--- config.mk ---
export PLATFORM = sky130hd
export DESIGN_NAME = serial_arb_timer
export DESIGN_NICKNAME = d
export VERILOG_FILES = /design/src/rtl/sat_pkg.sv /design/src/rtl/sat_rx_sync.sv /design/src/rtl/sat_counter.sv /design/src/rtl/sat_ctrl.sv /design/src/rtl/serial_arb_timer.sv
export SDC_FILE = /design/constraint.sdc
export NUM_CORES = 1
export LEC_CHECK = 0
export ABC_AREA = 1
export BUFFER_PORTS_ARGS = -buffer_cell sky130_fd_sc_hd__buf_2
export CORE_MARGIN = 5
export CORE_UTILIZATION = 30
export CTS_CLUSTER_SIZE = 12
export DETAILED_ROUTE_END_ITERATION = 8
export GPL_ROUTABILITY_DRIVEN = 0
export MAX_ROUTING_LAYER = met4
export PLACE_DENSITY = 0.55
export SKIP_LAST_GASP = 1
export SLEW_MARGIN = 20
export SYNTH_ARGS = -nofsm -noshare
export SYNTH_HDL_FRONTEND = slang
export SYNTH_SLANG_ARGS = --single-unit
--- constraint.sdc ---
create_clock -name clk -period 3.8 [get_ports clk]
set_clock_uncertainty 0.2 [all_clocks]
set_input_delay 0.76 -clock clk [delete_from_list [all_inputs] [get_ports clk]]
set_output_delay 0.76 -clock clk [all_outputs]
set_load 0.01 [all_outputs]
--- src/rtl/sat_pkg.sv ---
package sat_pkg;
  typedef enum logic [1:0] {
    MODE_OFF  = 2'b00,
    MODE_BIT  = 2'b01,
    MODE_ARB  = 2'b10,
    MODE_OFF2 = 2'b11
  } sat_mode_e;
endpackage

--- src/rtl/sat_rx_sync.sv ---
module sat_rx_sync #(
  parameter int STAGES = 2
) (
  input  logic clk,
  input  logic rst_n,
  input  logic d_i,
  output logic lvl_o,
  output logic rise_o,
  output logic fall_o
);
  logic [STAGES-1:0] sync_q;
  logic [STAGES-1:0] sync_d;
  logic              prev_q;

  always_comb begin
    sync_d = {sync_q[STAGES-2:0], d_i};
  end

  always_ff @(posedge clk or negedge rst_n) begin
    if (!rst_n) begin
      sync_q <= '1;
      prev_q <= 1'b1;
    end else begin
      sync_q <= sync_d;
      prev_q <= sync_q[STAGES-1];
    end
  end

  assign lvl_o  = sync_q[STAGES-1];
  assign rise_o = lvl_o & ~prev_q;
  assign fall_o = ~lvl_o & prev_q;
endmodule

--- src/rtl/sat_counter.sv ---
module sat_counter #(
  parameter int CNT_W = 9
) (
  input  logic             clk,
  input  logic             rst_n,
  input  logic             cnt_clr_i,
  input  logic             ovf_clr_i,
  input  logic             inc_i,
  output logic [CNT_W-1:0] cnt_o,
  output logic             ovf_o
);
  localparam logic [CNT_W-1:0] CNT_MAX = '1;

  logic [CNT_W-1:0] cnt_q, cnt_d;
  logic             ovf_q, ovf_d;

  always_comb begin
    cnt_d = cnt_q;
    ovf_d = ovf_q;
    if (ovf_clr_i) ovf_d = 1'b0;
    if (cnt_clr_i) begin
      cnt_d = '0;
    end else if (inc_i) begin
      cnt_d = cnt_q + 1'b1;
      if (cnt_q == CNT_MAX) ovf_d = 1'b1;
    end
  end

  always_ff @(posedge clk or negedge rst_n) begin
    if (!rst_n) begin
      cnt_q <= '0;
      ovf_q <= 1'b0;
    end else begin
      cnt_q <= cnt_d;
      ovf_q <= ovf_d;
    end
  end

  assign cnt_o = cnt_q;
  assign ovf_o = ovf_q;


  clr_zero_chk: assert property (@(posedge clk) disable iff (!rst_n)
    cnt_clr_i |=> (cnt_q == '0));

  wrap_chk: assert property (@(posedge clk) disable iff (!rst_n)
    (cnt_q == CNT_MAX && inc_i && !cnt_clr_i) |=> (cnt_q == '0 && ovf_q));

  ovf_sticky_chk: assert property (@(posedge clk) disable iff (!rst_n)
    (ovf_q && !ovf_clr_i) |=> ovf_q);
endmodule

--- src/rtl/sat_ctrl.sv ---
module sat_ctrl
  import sat_pkg::*;
#(
  parameter int               CNT_W   = 9,
  parameter logic [CNT_W-1:0] ARB_AT0 = 9'h038,
  parameter logic [CNT_W-1:0] ARB_AT1 = 9'h008
) (
  input  logic             clk,
  input  logic             rst_n,
  input  logic             we_i,
  input  logic [2:0]       wdata_i,
  input  logic             tx_data_i,
  input  logic             rx_lvl_i,
  input  logic             rx_rise_i,
  input  logic             rx_fall_i,
  input  logic             tick_bus_i,
  input  logic             tick_pre_i,
  input  logic [CNT_W-1:0] cnt_i,
  output logic [2:0]       cfg_o,
  output logic             cnt_clr_o,
  output logic             ovf_clr_o,
  output logic             inc_o,
  output logic             lost_o,
  output logic             run_o,
  output logic             fin_o
);
  sat_mode_e mode_q, mode_d;
  logic      csel_q, csel_d;
  logic      run_q, run_d;
  logic      fin_q, fin_d;
  logic      lost_q, lost_d;
  logic      armed_q, armed_d;
  logic      txp_q;

  logic             tx_rise;
  logic             tick_sel;
  logic [CNT_W-1:0] arb_at;
  logic             start_ev, stop_ev;

  always_comb begin
    tx_rise  = tx_data_i & ~txp_q;
    tick_sel = csel_q ? tick_pre_i : tick_bus_i;
    arb_at   = csel_q ? ARB_AT1 : ARB_AT0;
    start_ev = csel_q ? ~rx_lvl_i : rx_fall_i;
    stop_ev  = csel_q ? rx_rise_i : rx_fall_i;
  end

  always_comb begin
    mode_d    = mode_q;
    csel_d    = csel_q;
    run_d     = run_q;
    fin_d     = fin_q;
    lost_d    = lost_q;
    armed_d   = armed_q;
    cnt_clr_o = 1'b0;
    ovf_clr_o = 1'b0;
    inc_o     = 1'b0;
    if (we_i) begin
      mode_d    = sat_mode_e'(wdata_i[1:0]);
      csel_d    = wdata_i[2];
      run_d     = 1'b0;
      fin_d     = 1'b0;
      lost_d    = 1'b0;
      armed_d   = 1'b0;
      cnt_clr_o = 1'b1;
      ovf_clr_o = 1'b1;
    end else begin
      unique case (mode_q)
        MODE_ARB: begin
          if (tx_rise) begin
            cnt_clr_o = 1'b1;
            run_d     = 1'b1;
            armed_d   = 1'b1;
          end else begin
            if (armed_q && cnt_i == arb_at) begin
              armed_d = 1'b0;
              if (!rx_lvl_i) lost_d = 1'b1;
            end
            inc_o = run_q & tick_sel;
          end
        end
        MODE_BIT: begin
          if (run_q) begin
            if (stop_ev) begin
              run_d = 1'b0;
              fin_d = 1'b1;
            end else begin
              inc_o = tick_sel;
            end
          end else if (!fin_q && start_ev) begin
            run_d     = 1'b1;
            cnt_clr_o = 1'b1;
          end
        end
        default: begin
          run_d     = 1'b0;
          armed_d   = 1'b0;
          cnt_clr_o = 1'b1;
        end
      endcase
    end
  end

  always_ff @(posedge clk or negedge rst_n) begin
    if (!rst_n) begin
      mode_q  <= MODE_OFF;
      csel_q  <= 1'b0;
      run_q   <= 1'b0;
      fin_q   <= 1'b0;
      lost_q  <= 1'b0;
      armed_q <= 1'b0;
      txp_q   <= 1'b1;
    end else begin
      mode_q  <= mode_d;
      csel_q  <= csel_d;
      run_q   <= run_d;
      fin_q   <= fin_d;
      lost_q  <= lost_d;
      armed_q <= armed_d;
      txp_q   <= tx_data_i;
    end
  end

  assign cfg_o  = {csel_q, mode_q};
  assign lost_o = lost_q;
  assign run_o  = run_q;
  assign fin_o  = fin_q;


  lost_sticky_chk: assert property (@(posedge clk) disable iff (!rst_n)
    (lost_q && !we_i) |=> lost_q);

  idle_norun_chk: assert property (@(posedge clk) disable iff (!rst_n)
    ((mode_q == MODE_OFF || mode_q == MODE_OFF2) && !we_i) |=> !run_q);

  runfin_excl_chk: assert property (@(posedge clk) disable iff (!rst_n)
    !(run_q && fin_q));

  arb_restart_chk: assert property (@(posedge clk) disable iff (!rst_n)
    (mode_q == MODE_ARB && tx_rise && !we_i) |=> (run_q && cnt_i == '0));
endmodule

--- src/rtl/serial_arb_timer.sv ---
module serial_arb_timer #(
  parameter int CNT_W       = 9,
  parameter int SYNC_STAGES = 2
) (
  input  logic       clk,
  input  logic       rst_n,
  input  logic       cfg_we,
  input  logic [2:0] cfg_wdata,
  output logic [2:0] cfg_q,
  input  logic       tx_data_i,
  input  logic       rxd_i,
  output logic       txd_o,
  input  logic       tick_bus_i,
  input  logic       tick_pre_i,
  output logic       cnt_hi_o,
  output logic [7:0] cnt_lo_o,
  output logic       ovf_o,
  output logic       lost_o,
  output logic       run_o,
  output logic       fin_o
);
  localparam logic [CNT_W-1:0] ARB_AT0 = CNT_W'(56);
  localparam logic [CNT_W-1:0] ARB_AT1 = CNT_W'(8);

  logic             rx_lvl, rx_rise, rx_fall;
  logic             cnt_clr, ovf_clr, inc;
  logic [CNT_W-1:0] cnt;
  logic             lost;

  sat_rx_sync #(.STAGES(SYNC_STAGES)) rx_sync_i (
    .clk    (clk),
    .rst_n  (rst_n),
    .d_i    (rxd_i),
    .lvl_o  (rx_lvl),
    .rise_o (rx_rise),
    .fall_o (rx_fall)
  );

  sat_ctrl #(.CNT_W(CNT_W), .ARB_AT0(ARB_AT0), .ARB_AT1(ARB_AT1)) ctrl_i (
    .clk        (clk),
    .rst_n      (rst_n),
    .we_i       (cfg_we),
    .wdata_i    (cfg_wdata),
    .tx_data_i  (tx_data_i),
    .rx_lvl_i   (rx_lvl),
    .rx_rise_i  (rx_rise),
    .rx_fall_i  (rx_fall),
    .tick_bus_i (tick_bus_i),
    .tick_pre_i (tick_pre_i),
    .cnt_i      (cnt),
    .cfg_o      (cfg_q),
    .cnt_clr_o  (cnt_clr),
    .ovf_clr_o  (ovf_clr),
    .inc_o      (inc),
    .lost_o     (lost),
    .run_o      (run_o),
    .fin_o      (fin_o)
  );

  sat_counter #(.CNT_W(CNT_W)) counter_i (
    .clk       (clk),
    .rst_n     (rst_n),
    .cnt_clr_i (cnt_clr),
    .ovf_clr_i (ovf_clr),
    .inc_i     (inc),
    .cnt_o     (cnt),
    .ovf_o     (ovf_o)
  );

  assign txd_o    = lost | tx_data_i;
  assign lost_o   = lost;
  assign cnt_hi_o = cnt[CNT_W-1];
  assign cnt_lo_o = cnt[7:0];


  cfg_load_chk: assert property (@(posedge clk) disable iff (!rst_n)
    cfg_we |=> (cfg_q == $past(cfg_wdata) && !lost && !run_o && !fin_o && !ovf_o));
endmodule

==> reports/metrics.yaml <==
critical_path_class: "in -> out"
drive_gt1_frac: 0.243
antennaDiodeCount: 0
path_cells: "buf_2, or2_2, buf_2"
async_flop_share: 1.00
grt_max_degree: 22
power.internal_mw: 0.324
syn_to_final_growth_pct: 16.3
maxCapViolCount: 0
yosysWarnings: 0
avgRoutedWirePerCell_um: 11.5
yosysTopAreaCell: "dfrtp_1"
insertion_delay_ns: 0.26
cts-root-buf: "clkbuf_8"
cp-end-kind: "output port"
yosys-top-cells-area: "dfrtp_1, nand2_1, dfstp_2, nand3_1, nor2_1"
nFillCells: 453
min_period_ns: 2.26
grt_overflow: 0
seq_area_frac_synth: 0.424
critPathArrivalTime_ns: 1.30
synth_cell_types: 27
drc: 0
synthesis.nets: 178
via_per_inst: 4.51
cts_buffers: 3
htree_levels: 1
hold_class: "reg -> reg"
die-height_um: 74.6
grt_antenna_before_repair: 0
power.share.sequential: 0.530
numClockSinks: 21
die_x_um: 74.6
cpPeakStageDelay_ns: 0.28
worst_path_max_delay_cell: "or2_2"
hpwlAfterDp_mm: 2.09
synth_top_area_share: 0.340
power_frac_comb: 0.142
setup_viol: 0
rsz0062_at_grt: "false"
leakage_nw: 0.741
clk_path_buf_depth: 2
ir_drop_mv: 0.107
dieArea_sq_um: 5570
coreArea_sq_um: 4030
final.period_utilization: 0.594
cp-start-kind: "input pin"
multiInputGateArea_sq_um: 609
grt_pass1_wl_mm: 4.91
timing.fmax_mhz: 443
area.sequential_sq_um: 531
synth_common_cells: "nand2_1, nand3_1, nor2_1"
ant_nets: 0
synth_area_sq_um: 1250
whs_ns: 0.157
vias: 1079
switching_power_mw: 0.123
post-cts-setup-buffers: 0
cts_resized: 0
final_max_slew_viol_count: 0
pwr-share-clk: 0.329
critical_path.max_fanout: 4
swShare: 0.275
drtPass1Iterations: 4
initial_utilization: 0.311
cp_data_required_time_ns: 2.84
synth_ff_type: "dfrtp_1"
rows: 23
postCtsHoldBufs: 0
tritoncts: "done"
tightestPinTransition_ns: 0.494
ys_ff_latch: 21
post-synth-top-count-cell: "nand2_1"
grt.total_usage: 0.118
drt_iter0_drc: 44
setup_tns_ns: 0
synth_edf_count: 0
slew-limit-headroom: 0.671
final_nets: 205
status: "complete, no violations"
p_per_area_nw_per_um2: 307
port_buffers: 26
hold_viol_final: 0
routed_wl_mm: 2.76
syn_avg_cell_area_sq_um: 7.68
path_clk_slew_ns: 0.07
grt_pass1_vias: 1063
synth_cells: 163
pin_count: 27
critPathMostFrequentCell: "buf_2"
[routing by layer]
layer | up-vias | part of all wire | global-route usage
met4 | 0 | 0.020 | 0.0474
met1 | 492 | 0.48 | 0.154
met5 | - | 0 | -
li1 | 567 | - | -
met3 | 4 | 0.033 | 0.0160
met2 | 16 | 0.47 | 0.185
[power by group through the flow]
stage          clock (mW)  sequential [mW]  combinational [mW]
2_1_floorplan           0            0.241              0.0438
3_3_place_gp            0            0.241              0.0641
3_5_place_dp            0            0.241              0.0644
4_1_cts             0.155            0.237              0.0647
5_1_grt             0.167            0.238              0.0737
6_report            0.147            0.237              0.0634
[cell usage in the layout, fill, tap and decap left out, drive strengths merged]
cell    Yosys  routed
o21ai       6       6
clkinv      1       2
buf         4      26
dfstp       4       4
dfrtp      17      17
clkbuf      0       3
ha          5       5
a21oi       5       5
and2        1       1
inv        19      19
nand4       5       5
or2         1       1
nand2      49      49
o21bai      1       1
nand3b      1       1
nor2       20      20
nand3      21      21
xor2        3       3
[worst paths after layout]
| check | startpoint | cells after the start | to | slack (ns) |
|---|---|---|---|---|
| worst max-delay path | tx_data_i | 3 | txd_o | 1.54 |
| worst min-delay path | rx_sync_i.sync_q[0] | 0 | rx_sync_i.sync_q[1] | 0.16 |
| worst max register to register | ctrl_i.mode_q[0] | 9 | counter_i.cnt_o[7] | 1.88 |
| worst min register to register | rx_sync_i.sync_q[0] | 0 | rx_sync_i.sync_q[1] | 0.16 |
| max in group asynchronous | rst_n | 1 | rx_sync_i.prev_q | 2.79 |
| min in group asynchronous | rst_n | 1 | counter_i.cnt_o[8] | 0.25 |
[critical path: cells and delay by family]
family        cells  cell delay (ns)
simple gates      1             0.28
buf+inv           2             0.26
[cells by family after synthesis]
family,after synthesis,synth area share
flip-flops,21,0.424
buffers and inverters,24,0.0899
AND/OR/NAND/NOR,98,0.354
adder cells (fa/ha/maj),5,0.0500
XOR/XNOR,3,0.0210
AO/OA/AOI/OAI,12,0.0619
[metrics by stage]
stage / worst slack [ns] / utilization / std cells / instance area (sq um) / power [mW]
after floorplan: 1.77 / - / 163 / 1250 / 0.285
after global placement: 1.54 / 0.350 / 235 / 1410 / 0.305
after detailed placement: 1.54 / 0.350 / 235 / 1410 / 0.305
after CTS: 1.54 / 0.361 / 239 / 1460 / 0.456
after global routing: 1.51 / 0.361 / 239 / 1460 / 0.478
final: 1.54 / 0.361 / 239 / 1460 / 0.447
[cell type report]
type,count,area share
flip-flops and latches,21,0.364
well taps,50,0.0430
multi-input cells,118,0.418
inverters,20,0.0533
repair buffers,26,0.0893
clock inverters,1,0.00344
clock buffers,3,0.0284
[flip-flops by register name, indices dropped and copies added, names as in the netlist]
register and count:
ctrl_i.txp_q 1, ctrl_i.armed_q 1, ctrl_i.csel_q 1, ctrl_i.lost_o 1, ctrl_i.mode_q 2, ctrl_i.fin_o 1, rx_sync_i.sync_q 2, counter_i.cnt_o 9
rx_sync_i.prev_q 1, ctrl_i.run_o 1, counter_i.ovf_o 1
Power figures use the tool's default switching activity.
